<file path="config.mk">
export PLATFORM = sky130hd
export DESIGN_NAME = intr_swap_seq
export DESIGN_NICKNAME = d
export VERILOG_FILES = /design/src/rtl/iss_pkg.sv /design/src/rtl/iss_arbiter.sv /design/src/rtl/iss_ctrl.sv /design/src/rtl/iss_datapath.sv /design/src/rtl/intr_swap_seq.sv
export SDC_FILE = /design/constraint.sdc
export NUM_CORES = 1
export LEC_CHECK = 0
export ABC_AREA = 1
export BUFFER_PORTS_ARGS = -buffer_cell sky130_fd_sc_hd__buf_2
export CAP_MARGIN = 40
export CELL_PAD_IN_SITES_DETAIL_PLACEMENT = 1
export CELL_PAD_IN_SITES_GLOBAL_PLACEMENT = 2
export CORE_MARGIN = 2
export CORE_UTILIZATION = 22
export DETAILED_ROUTE_END_ITERATION = 16
export PLACE_DENSITY = 0.81
export SLEW_MARGIN = 30
export SYNTH_ARGS = -nofsm -noshare
export SYNTH_HDL_FRONTEND = slang
export SYNTH_SLANG_ARGS = --single-unit
</file>
<file path="constraint.sdc">
create_clock -name clk -period 2.4 [get_ports clk]
set_input_delay 0.72 -clock clk [delete_from_list [all_inputs] [get_ports clk]]
set_output_delay 0.72 -clock clk [all_outputs]
set_load 0.02 [all_outputs]
</file>
<file path="src/rtl/iss_pkg.sv">
package iss_pkg;
  localparam int SW_W     = 64;
  localparam int CODE_W   = 16;
  localparam int CODE_LSB = 32;
  localparam int PS_BIT   = 48;
  localparam int MASK_LSB = 56;

  typedef struct packed {
    logic capIntr;  // latch granted class and its code
    logic capPriv;  // latch program class with privileged-op code
    logic capLpsw;  // latch load-status address
    logic loadSw;   // install read data as status word
  } ctrlStrobes_t;
endpackage

</file>
<file path="src/rtl/iss_arbiter.sv">
module iss_arbiter #(
  parameter int NUM_CLASSES = 4,
  localparam int CLS_W = (NUM_CLASSES > 1) ? $clog2(NUM_CLASSES) : 1
) (
  input  logic [NUM_CLASSES-1:0] pend,
  input  logic [NUM_CLASSES-1:0] enable,
  output logic [NUM_CLASSES-1:0] grantOh,
  output logic [CLS_W-1:0]       grantIdx,
  output logic                   anyGrant
);
  always_comb begin
    grantOh  = '0;
    grantIdx = '0;
    anyGrant = 1'b0;
    for (int i = NUM_CLASSES - 1; i >= 0; i--) begin
      if (pend[i] && enable[i]) begin
        grantOh    = '0;
        grantOh[i] = 1'b1;
        grantIdx   = CLS_W'(i);
        anyGrant   = 1'b1;
      end
    end
  end
endmodule

</file>
<file path="src/rtl/iss_ctrl.sv">
module iss_ctrl
  import iss_pkg::*;
(
  input  logic         clk,
  input  logic         rstN,
  input  logic         lpswReq,
  input  logic         psBit,
  input  logic         anyGrant,
  input  logic         memAck,
  output ctrlStrobes_t strb,
  output logic         memReq,
  output logic         memWe,
  output logic         fetchStall,
  output logic         swapDone
);
  typedef enum logic [1:0] {S_IDLE, S_STORE_OLD, S_LOAD_NEW} state_t;
  state_t state, stateNxt;
  logic doneQ;

  always_comb begin
    stateNxt = state;
    strb     = '0;
    memReq   = 1'b0;
    memWe    = 1'b0;
    unique case (state)
      S_IDLE: begin
        if (lpswReq) begin
          if (psBit) begin
            strb.capPriv = 1'b1;
            stateNxt     = S_STORE_OLD;
          end else begin
            strb.capLpsw = 1'b1;
            stateNxt     = S_LOAD_NEW;
          end
        end else if (anyGrant) begin
          strb.capIntr = 1'b1;
          stateNxt     = S_STORE_OLD;
        end
      end
      S_STORE_OLD: begin
        memReq = 1'b1;
        memWe  = 1'b1;
        if (memAck) stateNxt = S_LOAD_NEW;
      end
      S_LOAD_NEW: begin
        memReq = 1'b1;
        if (memAck) begin
          strb.loadSw = 1'b1;
          stateNxt    = S_IDLE;
        end
      end
      default: stateNxt = S_IDLE;
    endcase
  end

  always_ff @(posedge clk or negedge rstN) begin
    if (!rstN) begin
      state <= S_IDLE;
      doneQ <= 1'b0;
    end else begin
      state <= stateNxt;
      doneQ <= strb.loadSw;
    end
  end

  assign fetchStall = (state != S_IDLE);
  assign swapDone   = doneQ;

  AST_DONE_SINGLE: assert property (@(posedge clk) disable iff (!rstN)
    swapDone |=> !swapDone);
  AST_DONE_AFTER_STALL: assert property (@(posedge clk) disable iff (!rstN)
    swapDone |-> !fetchStall && $past(fetchStall));
  AST_REQ_HELD: assert property (@(posedge clk) disable iff (!rstN)
    (memReq && !memAck) |=> memReq && $stable(memWe));
endmodule

</file>
<file path="src/rtl/iss_datapath.sv">
module iss_datapath
  import iss_pkg::*;
#(
  parameter int NUM_CLASSES = 4,
  parameter int ADDR_W = 16,
  parameter logic [ADDR_W-1:0] SLOT_BASE = 16'h0040,
  parameter int PROG_CLASS = 0,
  parameter logic [CODE_W-1:0] PRIV_CODE = 16'h0002,
  parameter logic [SW_W-1:0] RESET_SW = '0,
  localparam int CLS_W = (NUM_CLASSES > 1) ? $clog2(NUM_CLASSES) : 1
) (
  input  logic                          clk,
  input  logic                          rstN,
  input  ctrlStrobes_t                  strb,
  input  logic [CLS_W-1:0]              grantIdx,
  input  logic [NUM_CLASSES*CODE_W-1:0] reqCode,
  input  logic [ADDR_W-1:0]             lpswAddr,
  input  logic                          memReq,
  input  logic                          memWe,
  input  logic                          memAck,
  input  logic [SW_W-1:0]               memRdata,
  output logic [ADDR_W-1:0]             memAddr,
  output logic [SW_W-1:0]               memWdata,
  output logic [SW_W-1:0]               statusWord
);
  localparam int SLOT_SHIFT = 4;  // 16 bytes per class: save then handler

  logic [CLS_W-1:0]  selClass;
  logic [CODE_W-1:0] selCode;
  logic [ADDR_W-1:0] rdAddr;
  logic [ADDR_W-1:0] saveAddr;
  logic [CLS_W-1:0]  nxtClass;

  function automatic logic [ADDR_W-1:0] slotAddr(input logic [CLS_W-1:0] cls);
    return SLOT_BASE + (ADDR_W'(cls) << SLOT_SHIFT);
  endfunction

  assign nxtClass = strb.capPriv ? CLS_W'(PROG_CLASS) : grantIdx;

  always_ff @(posedge clk or negedge rstN) begin
    if (!rstN) begin
      selClass   <= '0;
      selCode    <= '0;
      rdAddr     <= '0;
      statusWord <= RESET_SW;
    end else begin
      if (strb.capIntr || strb.capPriv) begin
        selClass <= nxtClass;
        selCode  <= strb.capPriv ? PRIV_CODE : reqCode[grantIdx*CODE_W +: CODE_W];
        rdAddr   <= slotAddr(nxtClass) + ADDR_W'(8);
      end
      if (strb.capLpsw) rdAddr <= lpswAddr;
      if (strb.loadSw)  statusWord <= memRdata;
    end
  end

  assign saveAddr = slotAddr(selClass);
  assign memAddr  = memWe ? saveAddr : rdAddr;

  always_comb begin
    memWdata = statusWord;
    memWdata[CODE_LSB +: CODE_W] = selCode;
  end

  AST_ADDR_HELD: assert property (@(posedge clk) disable iff (!rstN)
    (memReq && !memAck) |=> $stable(memAddr) && $stable(memWdata));
endmodule

</file>
<file path="src/rtl/intr_swap_seq.sv">
module intr_swap_seq
  import iss_pkg::*;
#(
  parameter int NUM_CLASSES = 4,
  parameter int ADDR_W = 16,
  parameter logic [ADDR_W-1:0] SLOT_BASE = 16'h0040,
  parameter int PROG_CLASS = 0,
  parameter logic [CODE_W-1:0] PRIV_CODE = 16'h0002,
  parameter logic [SW_W-1:0] RESET_SW = '0,
  localparam int CLS_W = (NUM_CLASSES > 1) ? $clog2(NUM_CLASSES) : 1
) (
  input  logic                          clk,
  input  logic                          rstN,
  input  logic [NUM_CLASSES-1:0]        reqPend,
  input  logic [NUM_CLASSES*CODE_W-1:0] reqCode,
  output logic [NUM_CLASSES-1:0]        reqAck,
  input  logic                          lpswReq,
  input  logic [ADDR_W-1:0]             lpswAddr,
  output logic                          memReq,
  output logic                          memWe,
  output logic [ADDR_W-1:0]             memAddr,
  output logic [SW_W-1:0]               memWdata,
  input  logic                          memAck,
  input  logic [SW_W-1:0]               memRdata,
  output logic [SW_W-1:0]               statusWord,
  output logic                          fetchStall,
  output logic                          swapDone
);
  ctrlStrobes_t          strb;
  logic [NUM_CLASSES-1:0] grantOh;
  logic [NUM_CLASSES-1:0] enable;
  logic [CLS_W-1:0]       grantIdx;
  logic                   anyGrant;

  assign enable = statusWord[MASK_LSB +: NUM_CLASSES];

  iss_arbiter #(.NUM_CLASSES(NUM_CLASSES)) uArb (
    .pend(reqPend), .enable(enable), .grantOh(grantOh),
    .grantIdx(grantIdx), .anyGrant(anyGrant)
  );

  iss_ctrl uCtrl (
    .clk(clk), .rstN(rstN), .lpswReq(lpswReq), .psBit(statusWord[PS_BIT]),
    .anyGrant(anyGrant), .memAck(memAck), .strb(strb), .memReq(memReq),
    .memWe(memWe), .fetchStall(fetchStall), .swapDone(swapDone)
  );

  iss_datapath #(
    .NUM_CLASSES(NUM_CLASSES), .ADDR_W(ADDR_W), .SLOT_BASE(SLOT_BASE),
    .PROG_CLASS(PROG_CLASS), .PRIV_CODE(PRIV_CODE), .RESET_SW(RESET_SW)
  ) uDp (
    .clk(clk), .rstN(rstN), .strb(strb), .grantIdx(grantIdx), .reqCode(reqCode),
    .lpswAddr(lpswAddr), .memReq(memReq), .memWe(memWe), .memAck(memAck),
    .memRdata(memRdata), .memAddr(memAddr), .memWdata(memWdata),
    .statusWord(statusWord)
  );

  assign reqAck = strb.capIntr ? grantOh : '0;

  AST_ACK_ONEHOT: assert property (@(posedge clk) disable iff (!rstN)
    $onehot0(reqAck));
  AST_ACK_ENABLED: assert property (@(posedge clk) disable iff (!rstN)
    (reqAck & ~(reqPend & enable)) == '0);
  AST_ACK_IDLE: assert property (@(posedge clk) disable iff (!rstN)
    (|reqAck) |-> !fetchStall);
  AST_STALL_MEM: assert property (@(posedge clk) disable iff (!rstN)
    memReq |-> fetchStall);
  AST_SW_ONLY_ON_LOAD: assert property (@(posedge clk) disable iff (!rstN)
    !swapDone |-> $stable(statusWord));
endmodule

</file>
==> impl_metrics.ini, run 1 <==
[synthesis]
postSynthCellCount = 642
syn_nets = 797
yosys_warnings = 0
synth_seq_cells = 101
netlist_area_sq_um = 5000
synthTopCellsByArea = dfrtp_1 51%, nand2_1 21%, nand3_1 8.1%, buf_4 8.0%, inv_1 2.4%
ys_seq_area_share_pct = 50.5
synth_top_area_share_pct = 50.5
avgSynthCellArea_sq_um = 7.79
synth_top_area_cell = dfrtp_1
synth.distinct_cells = 20

[setup_path]
crit_arrival_ps = 1560
critPathKind = flop to output port
crit_fanout = 3
critical_path_required_ps = 1680
critPathCaptureType = output port
cp-start-kind = flop

[clock_network]
root_buffer = clkbuf_16
numCtsBuffers = 9
cts_tree = built
clk_latency_ps = 350
hold_buffers = 0
h-tree-depth = 3
clock_path_buffers = 2
clkSlewWorstSetupHoldPaths_ps = 80
cts.sinks = 101

[worst_hold_path]
hp-class = primary input to asynchronous set/reset pin

[grt]
grt_usage_pct = 14.6
antenna_found_initial = 0
overflow = 0
grt_util_met3_pct = 4.26
grt.met1_usage_pct = 18.0
use_met2_pct = 25.3
grt-busiest-layer = met2
grt_pass1_vias = 5266
grt_max_degree = 64
grt_pass1_wl_microns = 27700

[detailed_routing]
drt_first_pass_iters = 4
drc = 0
wirelength_microns = 17800
viasPerCell = 4.20
wl_per_cell_microns = 14.9
routed-via-count = 5024
drtAntennaViolNets = 0
drtIter0Drc = 169

[timing]
skew_ps = 8.61
finalSetupTns_ps = 0
period_share_pct = 94.9
slew_viol_final = 0
period_minus_slack_ps = 2280
worst_pin_slew_ps = 706
setup_viol = 0
fmax_mhz = 439
relSlewSlack_pct = 53.0
timing.final.ws_setup_ps = 123
hold_viol = 0
grt_setup_unrepaired = false

[final_layout]
nets = 1060
seq_area_sq_um = 2530
area_growth_pct = 38.2
multi_input_area_sq_um = 1840
fillers = 2856
diodes = 0
final_cell_area_sq_um = 6910
final_util_pct = 30.7
most-common-layout-cells = 300 x buf_2, 280 x nand2_1, 101 x dfrtp_1
layout_commonest_cell = buf_2
drive_gt1_share_pct = 40.4

[placement]
pre_cts_ws_ps = 99.4
hpwlAfterDp_microns = 13400
port_buffers = 303
postPlaceCellArea_sq_um = 6590
gp_congestion = 0.735

[die]
die_y_microns = 155
core-area_sq_um = 22500
die_w_microns = 155
die_area_sq_um = 24000
rows = 55
pin_count = 304
start_util_pct = 22.2

[pwr]
power_density_nw_per_um2 = 1370
power_w = 0.00948
leakage_nw = 4.05
ir_drop_uv = 550

[flow_run]
cap_violations = 0

[status]
run_status = complete, no violations
==> kinds of logic (layout without fill, tap and decap cells) <==
| family | count (synthesis) | count (layout) | synth area share, % |
|---|---|---|---|
| buffers and inverters | 114 | 382 | 13.1 |
| adder cells (fa/ha/maj) | 3 | 3 | 0.750 |
| flip-flops | 101 | 101 | 50.5 |
| AO/OA/AOI/OAI | 27 | 27 | 3.15 |
| AND/OR/NAND/NOR | 397 | 397 | 32.5 |
==> synth_stat cells (all sizes together) <==
master and count:
ha 3, o21ai 21, nand3 83, nand2 289, a21oi 6, nor2 24, clkbuf 9, nor3 1
buf 69, inv 36, dfrtp 101
==> worst max-delay path: stages, from the launching register on <==
cell and delay [ps]:
dfrtp_1 410, inv_2 70, ha_2 180, nand2_1 100
inv_2 110, nand2_2 90, nor2_4 120, buf_6 130
==> flip-flops by register name (all words and copies together) (netlist names) <==
name	flops
uDp.selCode	16
uDp.statusWord	64
uCtrl.swapDone	1
uDp.rdAddr	16
uDp.selClass	2
uCtrl.state	2
==> power by group <==
group | switching, W | internal, W | leakage, nW
Clock | 0.000718 | 0.000724 | 0.136
Sequential | 0.000492 | 0.00246 | 1.28
Combinational | 0.00341 | 0.00167 | 2.64
==> repair_timing <==
item / 4_1_cts / 5_1_grt
hold endpoints to repair: 0 / 0
endpoints found under the setup margin: 2 / 5
gates cloned: 0 / 0
pin swaps: 0 / 1
setup buffers: 1 / 1
gates resized for setup: 3 / 8
==> metrics by stage <==
step	instances	hold slack, ps
floorplan	642	424
global placement	1177	457
detailed placement	1177	463
CTS	1194	230
global route	1195	240
finish	1195	243
==> final cells by class <==
cell class	instances	area share, %
Timing Repair Buffer	330	25.6
Tap cell	285	5.16
Clock inverter	6	0.851
Multi-Input combinational cell	427	26.6
Sequential cell	101	36.6
Inverter	36	1.95
Clock buffer	10	3.31
==> layer usage <==
layer  part of all wire, %  vias to the layer above
li1                      -                     2467
met1                    43                     2377
met2                    49                      173
met3                   7.3                        7
met4                  0.80                        0
met5                     0                        -
==> path summary, 6_finish.rpt <==
path / start / endpoint / slack [ps] / cells past startpoint
max: uCtrl.state[0] / reqAck[3] / 120 / 7
min: rstN / uDp.statusWord[42] / 240 / 1
max reg2reg: uDp.statusWord[56] / uDp.selCode[2] / 560 / 10
min reg2reg: uDp.selCode[5] / uDp.selCode[5] / 480 / 2
max in group asynchronous: rstN / uDp.rdAddr[9] / 1460 / 2
min in group clk: uDp.selCode[5] / uDp.selCode[5] / 480 / 2
No activity file was read; power rests on OpenSTA's default activity.
==> inputs of run 2 (changes only) <==
--- a/config.mk
+++ b/config.mk
@@ -5,15 +5,14 @@
 export SDC_FILE = /design/constraint.sdc
 export NUM_CORES = 1
 export LEC_CHECK = 0
-export ABC_AREA = 1
 export BUFFER_PORTS_ARGS = -buffer_cell sky130_fd_sc_hd__buf_2
 export CAP_MARGIN = 40
 export CELL_PAD_IN_SITES_DETAIL_PLACEMENT = 1
 export CELL_PAD_IN_SITES_GLOBAL_PLACEMENT = 2
 export CORE_MARGIN = 2
-export CORE_UTILIZATION = 22
+export CORE_UTILIZATION = 25
 export DETAILED_ROUTE_END_ITERATION = 16
-export PLACE_DENSITY = 0.81
+export PLACE_DENSITY = 0.8
 export SLEW_MARGIN = 30
 export SYNTH_ARGS = -nofsm -noshare
 export SYNTH_HDL_FRONTEND = slang
==> constraint.sdc (replaced) <==
create_clock -name clk -period 2.1 [get_ports clk]
set_input_delay 0.63 -clock clk [delete_from_list [all_inputs] [get_ports clk]]
set_output_delay 0.63 -clock clk [all_outputs]
set_load 0.02 [all_outputs]
==> impl_metrics.ini, run 2 <==
[grt]
antenna_found_initial = 2
grt_max_degree = 42
overflow = 0
grt_pass1_vias = 4894
grt_usage_pct = 16.0
grt_pass1_wl_microns = 27000

[final_layout]
largestRegisters = uDp.statusWord x64, uDp.rdAddr x16, uDp.selCode x16
instances_no_fill = 980
most-common-layout-cells = 287 x buf_2, 100 x dfrtp_1, 64 x mux2_2
multi_input_area_sq_um = 2150
top_register = uDp.statusWord
nets = 857
drive_gt1_share_pct = 64.6
seq_area_sq_um = 2530
largest_reg_flops = 64
area_growth_pct = 46.3
fillers = 2323
layout_commonest_cell = buf_2

[detailed_routing]
drtIter0Drc = 106
wl_per_cell_microns = 18.1
wl_met2_microns = 8980
wirelength_microns = 17800
wl_met3_microns = 1060
drc = 0
routed-via-count = 4515
drt_first_pass_iters = 4
top_layer = met4
drtAntennaViolNets = 0
viasPerCell = 4.61
drt-met1-wl_microns = 7360

[clock_network]
cts_tree = built
cts.sinks = 101
clock_path_buffers = 2
root_buffer = clkbuf_16
h-tree-depth = 3
clkSlewWorstSetupHoldPaths_ps = 80
clk_latency_ps = 350
numCtsBuffers = 9

[synthesis]
netlist_area_sq_um = 5110
synth.distinct_cells = 40
postSynthCellCount = 425
ys_seq_area_share_pct = 49.5
synthMostInstantiatedCell = dfrtp_1
synth_common_cells = 101 x dfrtp_1, 65 x mux2_2, 49 x buf_4
yosys_most_used_dff = dfrtp_1
avgSynthCellArea_sq_um = 12.0
synth_top_area_share_pct = 49.5
async_flop_share_pct = 100
synthTopCellsByArea = dfrtp_1 49%, mux2_2 14%, buf_4 7.2%, a32o_1 3.1%, and3b_1 2.7%
syn_nets = 580
synth_top_area_cell = dfrtp_1
synth-edff-count = 0
yosys_warnings = 0
synth_seq_cells = 101

[pwr]
leakage_nw = 3.72
ir_drop_uv = 637
power_w = 0.0125
power_density_nw_per_um2 = 1680

[placement]
hpwlAfterDp_microns = 13600
port_buffers = 303
gp_congestion = 0.751
placed_cells = 955

[die]
die_area_sq_um = 21600
rows = 52
die_y_microns = 147
pin_count = 304
start_util_pct = 25.3
die_w_microns = 147
core-area_sq_um = 20200

[setup_path]
cp-start-kind = flop
critPathKind = flop to output port
r2r-start = uDp.statusWord[56]
critPathBufInv = 3
critPathCaptureType = output port
crit_path_end = reqAck[1]
reg2reg_to = uDp.selCode[11]
cp_top_family = flip-flops
crit_arrival_ps = 1570
critical_path_required_ps = 1470
rrSetupSlack_ps = 230
cp-startpoint = uCtrl.state[0]
cp_cell_sequence = inv_2, ha_4, nor2b_4, nand2_4, buf_6, nor2_4, buf_6
cp.depth = 7
cpPeakStageDelay_ps = 420
path_common_cell = buf_6
crit_slowest_cell = dfrtp_1
crit_fanout = 2
reg2reg_depth = 4

[timing]
grt_setup_unrepaired = true
slew_viol_final = 0
relSlewSlack_pct = 62.7
worst_pin_slew_ps = 560
setup_viol = 5
period_share_pct = 105
period_minus_slack_ps = 2200
timing.final.ws_setup_ps = -96.2
skew_ps = 10.9
hold_viol = 0
fmax_mhz = 455

[status]
violations = setup timing
run_status = finished with violations

[flow_run]
cap_violations = 0

[worst_hold_path]
hp-class = primary input to asynchronous set/reset pin
-- run 2: routing by layer --
layer	up-vias	GRT usage [%]
met5	-	0
met3	21	3.32
met2	177	28.1
met4	0	6.30
met1	2233	19.3
li1	2084	-
-- run 2: worst min path at each step --
stage,from,to,slack [ps],cells past startpoint
6_report,rstN,uDp.selCode[11],190,1
5_1_grt,rstN,uDp.selCode[11],190,1
4_1_cts,rstN,uDp.selCode[11],190,1
3_5_place_dp,uDp.selClass[1],uDp.selClass[1],460,1
3_3_place_gp,uDp.selClass[1],uDp.selClass[1],460,1
2_1_floorplan,rstN,uCtrl.state[0],330,0
-- run 2: repair_timing --
| item | CTS | global route |
|---|---|---|
| resized for setup | 30 | 26 |
| setup buffers | 5 | 0 |
| pin swaps | 3 | 0 |
| cloned | 0 | 1 |
| hold buffers | 0 | 0 |
| endpoints found under the setup margin | 21 | 20 |
-- run 2: per-stage QoR --
step / area (sq um) / setup slack [ps] / hold slack, ps / utilization [%] / setup TNS (ps)
global placement: 6880 / -73.2 / 460 / 34.1 / -733
finish: 7470 / -96.2 / 185 / 37.1 / -305
floorplan: 5170 / -113 / 334 / - / -117
detailed placement: 6880 / -100 / 464 / 34.1 / -1160
global route: 7470 / -180 / 191 / 37.0 / -950
CTS: 7350 / -117 / 187 / 36.4 / -420
-- run 2: kinds of logic (layout without fill, tap and decap cells) --
family | count (synthesis) | after routing | synth area share [%]
DFF | 101 | 101 | 49.5
buffers and inverters | 93 | 375 | 11.2
and+or+nand+nor | 83 | 83 | 10.5
AOI/OAI and AO/OA | 80 | 80 | 13.8
muxes | 65 | 65 | 14.3
adders and majority gates | 3 | 3 | 0.735
other | 0 | 3 | 0
-- run 2: report_power, final --
part           switching, W  internal [W]
logic               0.00411       0.00309
registers          0.000647       0.00289
clock network      0.000839      0.000956
-- run 2: cell type report --
type	instances	share of cell area, %
multi-input combinational	231	28.7
tap	270	4.52
sequential	101	33.8
antenna	3	0.100
clock inverter	7	1.22
timing repair buffer	351	28.2
clock buffer	9	3.01
inverter	8	0.402
-- run 2: worst register-to-register path: cells and delay by family, from the launching register on --
family                 cells  cell delay [ps]
buffers and inverters      1              210
flip-flops                 1              470
AO/OA/AOI/OAI              2              570
AND/OR/NAND/NOR            1              520
==> inputs of run 3 (changes only) <==
--- a/config.mk
+++ b/config.mk
@@ -5,13 +5,13 @@
 export SDC_FILE = /design/constraint.sdc
 export NUM_CORES = 1
 export LEC_CHECK = 0
-export BUFFER_PORTS_ARGS = -buffer_cell sky130_fd_sc_hd__buf_2
 export CAP_MARGIN = 40
 export CELL_PAD_IN_SITES_DETAIL_PLACEMENT = 1
 export CELL_PAD_IN_SITES_GLOBAL_PLACEMENT = 2
 export CORE_MARGIN = 2
-export CORE_UTILIZATION = 25
+export CORE_UTILIZATION = 37
 export DETAILED_ROUTE_END_ITERATION = 16
+export DONT_BUFFER_PORTS = 1
 export PLACE_DENSITY = 0.8
 export SLEW_MARGIN = 30
 export SYNTH_ARGS = -nofsm -noshare
==> impl_metrics.ini, run 3 (synthesis results as in run 2) <==
[clock_network]
cts.sinks = 101
clock_path_buffers = 2
clk_latency_ps = 350
h-tree-depth = 3
root_buffer = clkbuf_16
cts_tree = built
numCtsBuffers = 9
clkSlewWorstSetupHoldPaths_ps = 70

[final_layout]
instances_no_fill = 585
fillers = 1387
top_register = uDp.statusWord
largest_reg_flops = 64
nets = 557
area_growth_pct = 11.8
drive_gt1_share_pct = 39.1
most-common-layout-cells = 100 x dfrtp_1, 64 x mux2_2, 34 x buf_4
final_cell_area_sq_um = 5710
layout_commonest_cell = dfrtp_1
largestRegisters = uDp.statusWord x64, uDp.rdAddr x16, uDp.selCode x16

[flow_run]
cap_violations = 0

[timing]
timing.final.ws_setup_ps = -79.7
skew_ps = 8.52
period_minus_slack_ps = 2180
worst_pin_slew_ps = 507
fmax_mhz = 459
setup_viol = 15
whs_ps = -30.9
relSlewSlack_pct = 65.8
grt_setup_unrepaired = true
hold_viol = 101
period_share_pct = 104
slew_viol_final = 0

[setup_path]
reg2reg_to = uDp.selCode[4]
critPathCaptureType = output port
reg2reg_depth = 4
cp-startpoint = uCtrl.state[1]
critPathKind = flop to output port
crit_path_end = memAddr[8]
crit_fanout = 8
crit_arrival_ps = 1550
rrSetupSlack_ps = 260
r2r-start = uDp.statusWord[57]
critical_path_required_ps = 1470
cp-start-kind = flop

[worst_hold_path]
hp-class = primary input to asynchronous set/reset pin

[grt]
grt_pass1_wl_microns = 21200
grt_usage_pct = 18.9
overflow = 0
grt_pass1_vias = 3842
antenna_found_initial = 4
grt_max_degree = 102

[placement]
postPlaceCellArea_sq_um = 5150
hpwlAfterDp_microns = 10600
port_buffers = 0
gp_congestion = 0.787
placed_cells = 557

[status]
run_status = finished with violations
violations = hold timing, setup timing

[detailed_routing]
drc = 0
drtAntennaViolNets = 0
drtIter0Drc = 69
drt_first_pass_iters = 4
wl_per_cell_microns = 24.5
routed-via-count = 3398
wirelength_microns = 14400
viasPerCell = 5.81

[die]
pin_count = 304
start_util_pct = 38.3
die_area_sq_um = 14800
rows = 42
core-area_sq_um = 13300
die_w_microns = 122
die_y_microns = 122

[pwr]
leakage_nw = 2.45
ir_drop_uv = 777
power_density_nw_per_um2 = 1900
power_w = 0.0109
[run 3: changes by cell type in the layout (fill, tap and decap cells not counted), moves of 2 or more]
| cell | delta |
|---|---|
| buf_6 | -4 |
| buf_2 | -287 |
| nor2b_1 | -3 |
| clkinvlp_4 | +2 |
| clkinv_2 | +2 |
| nor2b_2 | -2 |
| buf_12 | -7 |
| buf_4 | -3 |
| nor2b_4 | +5 |
[run 3: how the worst min path moves through the flow]
stage	endpoint	slack, ps	cells past startpoint
5_1_grt	uDp.statusWord[47]	-50	0
3_3_place_gp	uDp.statusWord[32]	340	0
4_1_cts	uDp.statusWord[32]	-50	0
6_report	uDp.statusWord[32]	-30	0
2_1_floorplan	uCtrl.state[0]	330	0
3_5_place_dp	uDp.statusWord[32]	340	0
[run 3: critical path, cell delays in order, from the launching register on]
cell       delay [ps]
dfrtp_1           390
inv_2              90
buf_6             110
ha_4              230
clkbuf_16         190
nor2b_1            40
buf_4             150
[run 3: layout make-up]
type / instances / area (sq um) / share of cell area (%)
Timing Repair Buffer: 51 / 477 / 8.35
Inverter: 8 / 30.0 / 0.526
Sequential cell: 101 / 2530 / 44.3
Tap cell: 176 / 220 / 3.86
Multi-Input combinational cell: 231 / 2170 / 38.1
Clock inverter: 7 / 50.0 / 0.877
Clock buffer: 9 / 225 / 3.94
Antenna cell: 2 / 5.00 / 0.0877
[run 3: per-stage QoR]
step           worst slack [ps]  utilization, %  setup TNS (ps)  hold WS, ps
2_1_floorplan              -113               -            -117          334
3_3_place_gp               78.0            38.6               0          337
3_5_place_dp               10.4            38.6               0          337
4_1_cts                   -86.5            41.5            -918        -46.1
5_1_grt                    -206            42.7           -2070        -52.7
6_report                  -79.7            42.8            -722        -30.9
[run 3: power by group]
part | internal (W) | leakage (nW) | switching (W)
Combinational | 0.00208 | 1.09 | 0.00204
Sequential | 0.00287 | 1.23 | 0.00231
Clock | 0.000808 | 0.128 | 0.000752
Total | 0.00576 | 2.45 | 0.00510
[run 3: metal layers]
metal | track usage [%] | vias to the layer above | wire, microns
li1 | - | 1486 | -
met5 | 0 | - | 27
met4 | 7.33 | 4 | 338
met3 | 7.28 | 31 | 1360
met2 | 32.9 | 181 | 7420
met1 | 20.9 | 1696 | 5200
[run 3: timing repair]
action                                  in CTS  in global routing
gates resized for setup                     15                 31
pin swaps                                    3                  1
hold endpoints to repair                   101                101
cloned                                       0                  1
endpoints found under the setup margin      21                 20
setup buffers                                6                  3
